[src/rtl/cal_pkg.sv]
package cal_pkg;
  localparam int NIB_W    = 4;
  localparam int N_DIGITS = 13;
  localparam int CAL_W    = NIB_W * N_DIGITS;

  // digit codes, used both by the load port and by test stepping
  localparam logic [3:0] DG_S1   = 4'd0;
  localparam logic [3:0] DG_S10  = 4'd1;
  localparam logic [3:0] DG_MI1  = 4'd2;
  localparam logic [3:0] DG_MI10 = 4'd3;
  localparam logic [3:0] DG_H1   = 4'd4;
  localparam logic [3:0] DG_H10  = 4'd5;
  localparam logic [3:0] DG_WK   = 4'd6;
  localparam logic [3:0] DG_D1   = 4'd7;
  localparam logic [3:0] DG_D10  = 4'd8;
  localparam logic [3:0] DG_MO1  = 4'd9;
  localparam logic [3:0] DG_MO10 = 4'd10;
  localparam logic [3:0] DG_Y1   = 4'd11;
  localparam logic [3:0] DG_Y10  = 4'd12;

  // one decimal step of a BCD nibble, 9 wraps to 0
  function automatic logic [3:0] nib_inc(input logic [3:0] d);
    return (d >= 4'd9) ? 4'd0 : d + 4'd1;
  endfunction
endpackage

[src/rtl/cal_digit.sv]
module cal_digit #(
  parameter logic [3:0] MAXV = 4'd9
) (
  input  logic       clk,
  input  logic       rst_n,
  input  logic       ld,
  input  logic [3:0] ld_val,
  input  logic       inc,
  output logic [3:0] q,
  output logic       co
);
  logic [3:0] q_n;

  always_comb begin
    q_n = q;
    co  = 1'b0;
    if (ld) begin
      q_n = ld_val;
    end else if (inc) begin
      if (q >= MAXV) begin
        q_n = 4'd0;
        co  = 1'b1;
      end else begin
        q_n = q + 4'd1;
      end
    end
  end

  always_ff @(posedge clk or negedge rst_n) begin
    if (!rst_n) begin
      q <= 4'd0;
    end else if (ld || inc) begin
      q <= q_n;
    end
  end

  // a step at the top value wraps to zero
  a_r2_digit_wrap: assert property (@(posedge clk) disable iff (!rst_n)
    (inc && !ld && q >= MAXV) |=> (q == 4'd0));
  // without a step or load the digit holds
  a_r9_digit_hold: assert property (@(posedge clk) disable iff (!rst_n)
    (!inc && !ld) |=> $stable(q));
endmodule

[src/rtl/cal_hour.sv]
module cal_hour (
  input  logic       clk,
  input  logic       rst_n,
  input  logic       ld_lo,
  input  logic       ld_hi,
  input  logic [3:0] ld_val,
  input  logic       inc,
  output logic [3:0] q_lo,
  output logic [3:0] q_hi,
  output logic       co
);
  import cal_pkg::*;

  logic [1:0] tens, tens_n;
  logic [3:0] units, units_n;
  logic       pm, pm_n;
  logic       m24, m24_n;
  logic [7:0] cur;

  assign cur = {2'b00, tens, units};

  always_comb begin
    tens_n  = tens;
    units_n = units;
    pm_n    = pm;
    m24_n   = m24;
    co      = 1'b0;
    if (ld_hi) begin
      tens_n = ld_val[1:0];
      m24_n  = ld_val[3];
      pm_n   = ld_val[3] ? 1'b0 : ld_val[2];
    end else if (ld_lo) begin
      units_n = ld_val;
    end else if (inc) begin
      if (m24 && cur >= 8'h23) begin
        tens_n  = 2'd0;
        units_n = 4'd0;
        co      = 1'b1;
      end else if (!m24 && cur == 8'h11) begin
        tens_n  = 2'd1;
        units_n = 4'd2;
        pm_n    = ~pm;
        co      = pm;
      end else if (!m24 && cur >= 8'h12) begin
        tens_n  = 2'd0;
        units_n = 4'd1;
      end else begin
        units_n = nib_inc(units);
        if (units >= 4'd9) tens_n = tens + 2'd1;
      end
    end
  end

  always_ff @(posedge clk or negedge rst_n) begin
    if (!rst_n) begin
      tens  <= 2'd0;
      units <= 4'd0;
      pm    <= 1'b0;
      m24   <= 1'b1;
    end else if (ld_lo || ld_hi || inc) begin
      tens  <= tens_n;
      units <= units_n;
      pm    <= pm_n;
      m24   <= m24_n;
    end
  end

  assign q_lo = units;
  assign q_hi = {m24, pm, tens};

  // noon and midnight crossing flips the half-day flag
  a_r4_pm_flip: assert property (@(posedge clk) disable iff (!rst_n)
    (inc && !ld_lo && !ld_hi && !m24 && cur == 8'h11) |=> (pm != $past(pm)));
  // the last hour of a 24-hour day returns to zero
  a_r3_day_end: assert property (@(posedge clk) disable iff (!rst_n)
    (inc && !ld_lo && !ld_hi && m24 && cur >= 8'h23) |=> (tens == 2'd0 && units == 4'd0));
  // selecting the 24-hour form drops the half-day flag
  a_r5_mode_clears_pm: assert property (@(posedge clk) disable iff (!rst_n)
    (ld_hi && ld_val[3]) |=> (!pm && m24));
endmodule

[src/rtl/cal_pair.sv]
module cal_pair #(
  parameter int         HI_BITS = 4,
  parameter logic [3:0] FIRST   = 4'd0
) (
  input  logic               clk,
  input  logic               rst_n,
  input  logic               ld_lo,
  input  logic               ld_hi,
  input  logic [3:0]         lo_val,
  input  logic [HI_BITS-1:0] hi_val,
  input  logic               inc,
  input  logic               inc_hi,
  input  logic [7:0]         lim,
  output logic [3:0]         q_lo,
  output logic [HI_BITS-1:0] q_hi,
  output logic               co
);
  import cal_pkg::*;

  logic [3:0]         lo_n;
  logic [HI_BITS-1:0] hi_n;
  logic [7:0]         cur;

  assign cur = {4'(q_hi), q_lo};

  always_comb begin
    lo_n = q_lo;
    hi_n = q_hi;
    co   = 1'b0;
    if (ld_lo) begin
      lo_n = lo_val;
    end else if (ld_hi) begin
      hi_n = hi_val;
    end else if (inc) begin
      if (cur >= lim) begin
        lo_n = FIRST;
        hi_n = '0;
        co   = 1'b1;
      end else begin
        lo_n = nib_inc(q_lo);
        if (q_lo >= 4'd9) hi_n = q_hi + HI_BITS'(1);
      end
    end else if (inc_hi) begin
      hi_n = HI_BITS'(nib_inc(4'(q_hi)));
    end
  end

  always_ff @(posedge clk or negedge rst_n) begin
    if (!rst_n) begin
      q_lo <= FIRST;
      q_hi <= '0;
    end else if (ld_lo || ld_hi || inc || inc_hi) begin
      q_lo <= lo_n;
      q_hi <= hi_n;
    end
  end

  // stepping at or past the limit restarts at the first value
  a_r7_pair_wrap: assert property (@(posedge clk) disable iff (!rst_n)
    (inc && !ld_lo && !ld_hi && cur >= lim) |=> (cur == {4'd0, FIRST}));
  // stepping below the limit always moves the value
  a_r7_pair_step: assert property (@(posedge clk) disable iff (!rst_n)
    (inc && !ld_lo && !ld_hi && cur < lim) |=> (cur != $past(cur)));
endmodule

[src/rtl/cal_mlen.sv]
module cal_mlen (
  input  logic       mo_hi,
  input  logic [3:0] mo_lo,
  input  logic       yr_t0,
  input  logic [1:0] yr_u,
  input  logic [1:0] phase,
  output logic [7:0] lim
);
  logic [1:0] rem;
  logic       leap;

  always_comb begin
    // 10 = 2 mod 4, so year mod 4 = 2*tens + units mod 4
    rem  = {yr_t0 ^ yr_u[1], yr_u[0]};
    leap = ((rem + phase) == 2'd0);
    case ({3'b000, mo_hi, mo_lo})
      8'h02:                     lim = leap ? 8'h29 : 8'h28;
      8'h04, 8'h06, 8'h09, 8'h11: lim = 8'h30;
      default:                   lim = 8'h31;
    endcase
  end
endmodule

[src/rtl/bcd_calendar.sv]
module bcd_calendar (
  input  logic        clk,
  input  logic        rst_n,
  input  logic        sec_tick,
  input  logic        freeze,
  input  logic        test_in,
  input  logic [3:0]  test_sel,
  input  logic        wr_en,
  input  logic [3:0]  wr_sel,
  input  logic [3:0]  wr_data,
  output logic [51:0] cal_q
);
  import cal_pkg::*;

  localparam logic [3:0] LOW_MAX [4] = '{4'd9, 4'd5, 4'd9, 4'd5};

  // reset: asserted at once, released two edges later
  logic [1:0] rst_s;
  logic       rst_ni;
  always_ff @(posedge clk or negedge rst_n) begin
    if (!rst_n) rst_s <= 2'b00;
    else        rst_s <= {rst_s[0], 1'b1};
  end
  assign rst_ni = rst_s[1];

  // test edge detection
  logic test_q;
  always_ff @(posedge clk or negedge rst_ni) begin
    if (!rst_ni) test_q <= 1'b0;
    else         test_q <= test_in;
  end

  logic tick_go, test_go;
  assign tick_go = sec_tick && !freeze && !wr_en;
  assign test_go = test_in && !test_q && freeze && !wr_en;

  logic t_s1, t_s10, t_mi10, t_h, t_d, t_mo, t_y1, t_y10;
  assign t_s1   = test_go && (test_sel == DG_S1);
  assign t_s10  = test_go && (test_sel == DG_S10);
  assign t_mi10 = test_go && (test_sel == DG_MI10);
  assign t_h    = test_go && (test_sel == DG_H1);
  assign t_d    = test_go && (test_sel == DG_D1);
  assign t_mo   = test_go && (test_sel == DG_MO1);
  assign t_y1   = test_go && (test_sel == DG_Y1);
  assign t_y10  = test_go && (test_sel == DG_Y10);

  logic [N_DIGITS-1:0] ld;
  always_comb begin
    for (int k = 0; k < N_DIGITS; k++) ld[k] = wr_en && (wr_sel == 4'(k));
  end

  // seconds and minutes: four single digits
  logic [3:0] lo_inc, lo_co, lo_ld, lo_thit;
  logic [3:0] lo_q [4];
  assign lo_ld   = {ld[DG_MI10], ld[DG_MI1], ld[DG_S10], ld[DG_S1]};
  assign lo_thit = {t_mi10, 1'b0, t_s10, t_s1};

  for (genvar g = 0; g < 4; g++) begin : g_low
    if (g == 0) begin : g_first
      assign lo_inc[g] = tick_go | lo_thit[g];
    end else begin : g_rest
      assign lo_inc[g] = lo_co[g-1] | lo_thit[g];
    end
    cal_digit #(.MAXV(LOW_MAX[g])) u_dig (
      .clk(clk), .rst_n(rst_ni), .ld(lo_ld[g]), .ld_val(wr_data),
      .inc(lo_inc[g]), .q(lo_q[g]), .co(lo_co[g])
    );
  end

  // hours
  logic [3:0] hr_lo, hr_hi;
  logic       hr_co, hr_inc;
  assign hr_inc = lo_co[3] | t_h;
  cal_hour u_hour (
    .clk(clk), .rst_n(rst_ni), .ld_lo(ld[DG_H1]), .ld_hi(ld[DG_H10]),
    .ld_val(wr_data), .inc(hr_inc), .q_lo(hr_lo), .q_hi(hr_hi), .co(hr_co)
  );

  // leap phase selector kept beside the day tens
  logic [1:0] phase, phase_n;
  always_comb begin
    phase_n = phase;
    if (ld[DG_D10]) phase_n = wr_data[3:2];
  end
  always_ff @(posedge clk or negedge rst_ni) begin
    if (!rst_ni)         phase <= 2'b00;
    else if (ld[DG_D10]) phase <= phase_n;
  end

  // day, weekday, month, year
  logic       day_inc, day_co, mo_inc, mo_co, yr_inc, yr_co;
  logic [3:0] dy_lo, mo_lo, yr_lo, yr_hi, wk_q;
  logic [1:0] dy_hi;
  logic       mo_hi, wk_co;
  logic [7:0] mlim;

  assign day_inc = hr_co | t_d;
  assign mo_inc  = day_co | t_mo;
  assign yr_inc  = mo_co | t_y1;

  cal_mlen u_mlen (
    .mo_hi(mo_hi), .mo_lo(mo_lo), .yr_t0(yr_hi[0]), .yr_u(yr_lo[1:0]),
    .phase(phase), .lim(mlim)
  );

  cal_pair #(.HI_BITS(2), .FIRST(4'd1)) u_day (
    .clk(clk), .rst_n(rst_ni), .ld_lo(ld[DG_D1]), .ld_hi(ld[DG_D10]),
    .lo_val(wr_data), .hi_val(wr_data[1:0]), .inc(day_inc), .inc_hi(1'b0),
    .lim(mlim), .q_lo(dy_lo), .q_hi(dy_hi), .co(day_co)
  );

  cal_digit #(.MAXV(4'd6)) u_week (
    .clk(clk), .rst_n(rst_ni), .ld(ld[DG_WK]), .ld_val(wr_data),
    .inc(day_inc), .q(wk_q), .co(wk_co)
  );

  cal_pair #(.HI_BITS(1), .FIRST(4'd1)) u_month (
    .clk(clk), .rst_n(rst_ni), .ld_lo(ld[DG_MO1]), .ld_hi(ld[DG_MO10]),
    .lo_val(wr_data), .hi_val(wr_data[0]), .inc(mo_inc), .inc_hi(1'b0),
    .lim(8'h12), .q_lo(mo_lo), .q_hi(mo_hi), .co(mo_co)
  );

  cal_pair #(.HI_BITS(4), .FIRST(4'd0)) u_year (
    .clk(clk), .rst_n(rst_ni), .ld_lo(ld[DG_Y1]), .ld_hi(ld[DG_Y10]),
    .lo_val(wr_data), .hi_val(wr_data), .inc(yr_inc), .inc_hi(t_y10),
    .lim(8'h99), .q_lo(yr_lo), .q_hi(yr_hi), .co(yr_co)
  );

  assign cal_q = {yr_hi, yr_lo, 3'b000, mo_hi, mo_lo, phase, dy_hi, dy_lo,
                  wk_q, hr_hi, hr_lo, lo_q[3], lo_q[2], lo_q[1], lo_q[0]};

  // frozen with no write and no test level, nothing moves
  a_r9_freeze_hold: assert property (@(posedge clk) disable iff (!rst_ni)
    (freeze && !test_in && !wr_en) |=> $stable(cal_q));
  // test level is ignored while running without a tick
  a_r11_test_needs_freeze: assert property (@(posedge clk) disable iff (!rst_ni)
    (!freeze && !sec_tick && !wr_en) |=> $stable(cal_q));
  // a write to seconds units lands exactly
  a_r12_write_lands: assert property (@(posedge clk) disable iff (!rst_ni)
    (wr_en && wr_sel == DG_S1) |=> (cal_q[3:0] == $past(wr_data)));
  // a write elsewhere leaves seconds units untouched
  a_r12_write_no_count: assert property (@(posedge clk) disable iff (!rst_ni)
    (wr_en && wr_sel != DG_S1) |=> (cal_q[3:0] == $past(cal_q[3:0])));
  // the weekday moves with every day step
  a_r6_weekday_follows: assert property (@(posedge clk) disable iff (!rst_ni)
    (day_inc && !wr_en) |=> (cal_q[27:24] != $past(cal_q[27:24])));
  // a century carry leaves year 00
  a_r7_year_wrap: assert property (@(posedge clk) disable iff (!rst_ni)
    (yr_co && !wr_en && !wk_co) |=> (cal_q[51:44] == 8'h00));
endmodule

[config.mk]
export PLATFORM = sky130hd
export DESIGN_NAME = bcd_calendar
export DESIGN_NICKNAME = d
export VERILOG_FILES = /design/src/rtl/cal_pkg.sv /design/src/rtl/cal_digit.sv /design/src/rtl/cal_hour.sv /design/src/rtl/cal_pair.sv /design/src/rtl/cal_mlen.sv /design/src/rtl/bcd_calendar.sv
export SDC_FILE = /design/constraint.sdc
export NUM_CORES = 1
export LEC_CHECK = 0
export BUFFER_PORTS_ARGS = -buffer_cell sky130_fd_sc_hd__buf_2
export CORE_ASPECT_RATIO = 1.2
export CORE_MARGIN = 1.5
export CORE_UTILIZATION = 40
export CTS_CLUSTER_DIAMETER = 50
export DETAILED_ROUTE_END_ITERATION = 8
export GPL_TIMING_DRIVEN = 1
export SYNTH_ARGS = -nofsm -noshare
export SYNTH_HDL_FRONTEND = slang
export SYNTH_SLANG_ARGS = --single-unit
[constraint.sdc]
create_clock -name clk -period 2.1 [get_ports clk]
set_clock_uncertainty 0.1 [all_clocks]
set_input_delay 0.42 -clock clk [delete_from_list [all_inputs] [get_ports clk]]
set_output_delay 0.42 -clock clk [all_outputs]
set_load 0.02 [all_outputs]
== After elaboration in Yosys (flattened, before gate mapping) ==
Cells that the tools add are included.
Storage, ports and cells
  register bits after elaboration: 52
  word-level logic and storage cells: 264
  output and inout port bits: 52
Operators by class
  equal/unequal tests: 31
  bitwise gates (word level): 13
  mux-type cells: 90
  order comparisons: 15
  reduce and logical (&&, ||, !) cells: 83
  $add $sub $neg: 14
Operator list (count)
  4-bit 2-to-1 mux: 42
  4-bit by 1-bit adder with 4-bit output (second input constant): 10
  1-bit 2-to-1 mux: 36
  4-bit == test (second input constant): 8
  1-bit logical AND: 29
  4-bit greater-or-equal comparator (second input constant): 7
  2-bit nonzero test: 13
  4-bit by 3-bit == test with 1-bit output (second input constant): 6
  2-bit 2-to-1 mux: 11
  8-bit one-hot mux with 2 select lines: 1
  4-bit AND reduction: 4
  1-bit logical OR: 14
  4-bit by 2-bit == test with 1-bit output (second input constant): 3
  4-bit by 3-bit greater-or-equal comparator with 1-bit output (second input constant): 3
  2-bit AND reduction: 6
  3-bit AND reduction: 4
  5-bit by 3-bit == test with 1-bit output (second input constant): 2
  3-bit nonzero test: 3
  4-bit by 1-bit == test with 1-bit output (second input constant): 2
  6-bit by 8-bit greater-or-equal comparator with 1-bit output: 1
  8-bit greater-or-equal comparator (second input constant): 1
  4-bit logical NOT: 2
  2-bit by 1-bit != test with 1-bit output (second input constant): 4
  1-bit OR: 7
  other kinds (19): 27

== Logic depth before layout (Yosys ltp) ==
  depth after elaboration: 32
  depth in mapped cells: 14
  mapped depth without buffers: 14

== Cells and area by module ==
A second synthesis with hierarchy kept.
Unflattened totals
  cells, all modules: 520
  area total of the unflattened synthesis: 4715.8 um^2
Modules (own cells, without submodules)
  cal_pair at u_year: instances 1, cells each 91, area each 802.0 um^2
  cal_hour: instances 1, cells each 79, area each 743.2 um^2
  cal_pair at u_day: instances 1, cells each 64, area each 604.3 um^2
  cal_digit at g_low[1].u_dig ...: instances 2, cells each 29, area each 300.3 um^2
  cal_digit at g_low[0].u_dig ...: instances 2, cells each 33, area each 294.0 um^2
  cal_pair at u_month: instances 1, cells each 65, area each 553.0 um^2
  bcd_calendar: instances 1, cells each 50, area each 411.6 um^2
  cal_digit at u_week: instances 1, cells each 28, area each 267.8 um^2
  cal_mlen: instances 1, cells each 19, area each 145.1 um^2

== Worst setup path before layout ==
Ideal clock, no wire load.
  path kind: register to register
  start point: reg u_year.q_lo[0]
  end point: reg u_day.q_hi[0]
  path slack: -1.587 ns
  cell stages (with the launch flop): 12
  arrival time: 3.463 ns
  data required time: 1.875 ns
  cells stage by stage: dfrtp_1 -> ha_1 -> xnor2_1 -> xnor2_1 -> o32ai_1 -> ha_1 -> or4b_2 -> a211oi_1 -> nor2_1 -> or2_2 -> a21oi_1 -> mux2_2
On the way
  word-level cells in the longest chain between the ends: 8
  elaborated cells between the ends (all ways): 10
  classes of those cells: add/sub (1); order compare (1); mux (5); reduce/logical (3)
Ends and longest elaborated chain
  start: declaration: RTL line cal_pair.sv:14  | output logic [3:0] q_lo,
  start signal: assignment: RTL line cal_pair.sv:53  | q_lo <= lo_n;
  2-bit adder (*): RTL line cal_mlen.sv:15  | leap = ((rem + phase) == 2'd0);
  2-bit logical NOT (*): RTL line cal_mlen.sv:15
  1-bit 2-to-1 mux (*): RTL line cal_mlen.sv:17  | 8'h02: lim = leap ? 8'h29 : 8'h28;
  8-bit one-hot mux with 2 select lines (*): RTL line cal_mlen.sv:16  | case ({3'b000, mo_hi, mo_lo})
  6-bit by 8-bit greater-or-equal comparator with 1-bit output (*): RTL line cal_pair.sv:35  | if (cur >= lim) begin
  2-bit 2-to-1 mux: RTL line cal_pair.sv:35
  2-bit 2-to-1 mux: RTL line cal_pair.sv:34  | end else if (inc) begin
  2-bit 2-to-1 mux: RTL line cal_pair.sv:32  | end else if (ld_hi) begin
  end signal: assignment: RTL line cal_pair.sv:54  | q_hi <= hi_n;
  end: declaration: RTL line cal_pair.sv:15  | output logic [HI_BITS-1:0] q_hi,
Every way passes the cells marked *; elsewhere a longest branch is shown, timed or not. The select of a mux whose other input is x is not followed.
A chain may end at the register's enable or synchronous reset.

== Final worst setup path ==
Ends and elaborated chain as after synthesis.

==> reports/summary.txt <==
EDFF count, synth = 0
buffers added on ports = 66
violated checks = negative setup slack
Via density = 5.37
WL per Instance = 15.4 µm
die height = 114 µm
FF/Latch Area = 1320 µm²
drt first pass iters = 4
Hold Crit Class = in -> reg
DR iter-0 viols = 132
Worst-Margin Slew = 0.682 ns
status = finished with violations
post-synthesis xor/xnor area fraction = 1.29%
worst hold slack = 0.150 ns
cts bufs inserted = 5
cell area after layout = 6310 µm²
crit path cell chain = ha_4 > xnor2_2 > xnor2_1 > o32ai_1 > buf_4 > ha_4 > or4b_4 > a211oi_4 > nor2_4 > or2_4 > a21oi_2 > mux2_2
Pwr Density = 1070 nW/µm²
slowest stage cell on the critical path = or4b_4
Nets = 760
Clock Path Buffers = 2
io pins = 70
Core Util, Final = 63.3%
Starting Density = 41.0%
TritonCTS clock tree = built
Worst Slack Setup Final = -1.25 ns
CP startpoint kind = register
sequential fraction of the synthesis area = 32.0%
Post-DP Area = 5540 µm²
peak supply drop = 0.605 mV
count of cell types in the netlist = 66
synthesized cell area = 4080 µm²
crit path capture type = register
Rows = 40
Synth Area in Adders = 12.0%
GP Congestion = 0.895
cell family with most CP delay = simple AND/OR/NAND/NOR gates
wirelength, routed = 12.8 mm
Syn-to-layout area delta = 54.5%
htree depth = 2
fin crit share = 159%
CP required = 2.18 ns
number of global-route vias before repair = 4439
via total after detailed routing = 4461
unrepaired setup endpoints after global routing = yes
Synth Area in Simple Gates = 24.5%
share of layout cells above drive strength 1 = 47.0%
Sink Count = 52
Worst slew margin = 54.6%
Main synth FF type = dfrtp_1
die area = 10800 µm²
first-pass GRT wire length = 20.6 mm
synthesis-stage register bit count = 52
CP Buf/Inv Count = 1
mux cell area share after synthesis = 2.39%
Slew Limit Fails = 0
Multi-input gate area = 2970 µm²
Crit Path Max Fanout = 6
compound-cell area share of the yosys netlist = 21.8%
Reg clk slew, reported paths = 0.07 ns
clk_lat worst skew = 0.30 ns
Ys Warns = 0
filler cell count = 851
total gr overflow = 0
largest family of logic cells by synthesized area = simple AND/OR/NAND/NOR gates
Mapped Cells = 489
Setup Viol. Count Final = 42
Mean Syn Cell Area = 8.35 µm²
crit-path max cell delay = 0.50 ns
die width = 95.2 µm
hpwl dp = 9.14 mm
# DRC = 0
leakage power = 2.91 nW
total core area = 9960 µm²
Period minus WS final = 3.35 ns
max cap viols = 0
Final ANT Viol Nets = 0
Pwr Total = 6.75 mW
GR Util All Layers = 23.9%
initial antenna violation count = 0
Data arrival, critical path = 3.43 ns
fmax = 299 MHz
largest net degree at the start of global routing = 51
Hold Violations, Final = 0
Worst path most repeated cell = ha_4
diode count = 0
Worst Setup Path Type = reg -> reg
root buffer cell = clkbuf_16
Post-synth ARST share = 100%
[metrics by stage]
stage	worst slack (ns)	cells	setup TNS, ns
after global routing	-1.39	830	-31.48
after CTS	-1.22	821	-25.22
after floorplan	-1.17	491	-21.17
final	-1.25	830	-27.24
after global placement	-1.14	794	-25.40
after detailed placement	-1.23	794	-27.29
[flip-flops by register name (all words and copies together), names as in the netlist]
signal	cells
u_day.q_hi	2
u_hour.pm	1
test_q	1
u_month.q_lo	4
g_low.u_dig.q	16
u_year.q_lo	4
u_day.q_lo	4
phase	2
u_hour.tens	2
u_week.q	4
u_hour.q_lo	4
u_year.q_hi	4
rst_s	2
u_hour.m24	1
u_month.q_hi	1
[power by group]
group	internal (mW)	leakage (nW)	switching (mW)
Clock	0.476	0.0701	0.383
Sequential	1.35	0.607	0.303
Combinational	1.99	2.23	2.25
Total	3.81	2.91	2.93
[Yosys cell counts, drive strengths merged (9+ instances only)]
cell    n  area share (%)
nor3   17             2.3
dfrtp  49              30
a31oi  14             2.3
a21oi  31             3.8
ha     39              12
o21ai  37             4.5
nor2b   9             1.4
nor3b  10             1.8
nor2   44             4.0
inv    33             3.0
nand2  46             4.2
buf    14             2.4
nand3  23             2.8
[final timing paths]
kind	from	end	slack, ns	depth (start not counted)
worst max-delay path	u_year.q_lo[0]	u_day.q_hi[0]	-1.25	12
worst min-delay path	test_in	test_q	0.15	1
worst max register to register	u_year.q_lo[0]	u_day.q_hi[0]	-1.25	12
worst min register to register	rst_s[1]	g_low[2].u_dig.q[1]	0.26	1
max in group asynchronous	rst_s[1]	phase[0]	1.11	1
min in group asynchronous	rst_s[1]	g_low[2].u_dig.q[1]	0.26	1
[timing repair]
action	4_1_cts	5_1_grt
buffers inserted	19	15
hold endpoints to repair	2	0
resized for setup	61	47
hold buffers	1	0
endpoints found under the setup margin	37	44
pin swaps	39	28
[final cells by class]
| cell class | count | share of cell area (%) |
|---|---|---|
| multi-input cells | 386 | 47.0 |
| repair buffers | 225 | 25.3 |
| flip-flops and latches | 52 | 20.9 |
| well taps | 126 | 2.50 |
| clock buffers | 7 | 2.26 |
| inverters | 33 | 1.96 |
| clock inverters | 1 | 0.119 |
[metal layers]
| layer | wire length, µm | global-route usage [%] | vias to the layer above | share of wire [%] |
|---|---|---|---|---|
| li1 | - | - | 2176 | - |
| met1 | 5270 | 28.7 | 2176 | 41 |
| met2 | 6750 | 42.6 | 89 | 53 |
| met3 | 509 | 3.60 | 20 | 4.0 |
| met4 | 270 | 8.16 | 0 | 2.1 |
| met5 | 0 | 0 | - | 0 |
[cell usage in the layout, fill, tap and decap left out, types with 11 or more instances in the layout]
master	synthesis	final
inv_1	33	29
ha_1	39	32
dfrtp_1	49	41
buf_6	2	16
nor3_1	15	11
a31oi_1	13	11
nand2_1	46	41
buf_2	3	66
o21ai_1	0	23
a21oi_1	31	22
buf_4	7	141
nor2_1	44	41
nand3_1	23	18
[kinds of logic after synthesis]
family,after synthesis
and+or+nand+nor,193
AOI/OAI and AO/OA,135
buffers and inverters,53
DFF,52
adders and majority gates,39
muxes,9
xor gates and xnor gates,6
other,2
Note: power is estimated with default switching activity, not from simulation.
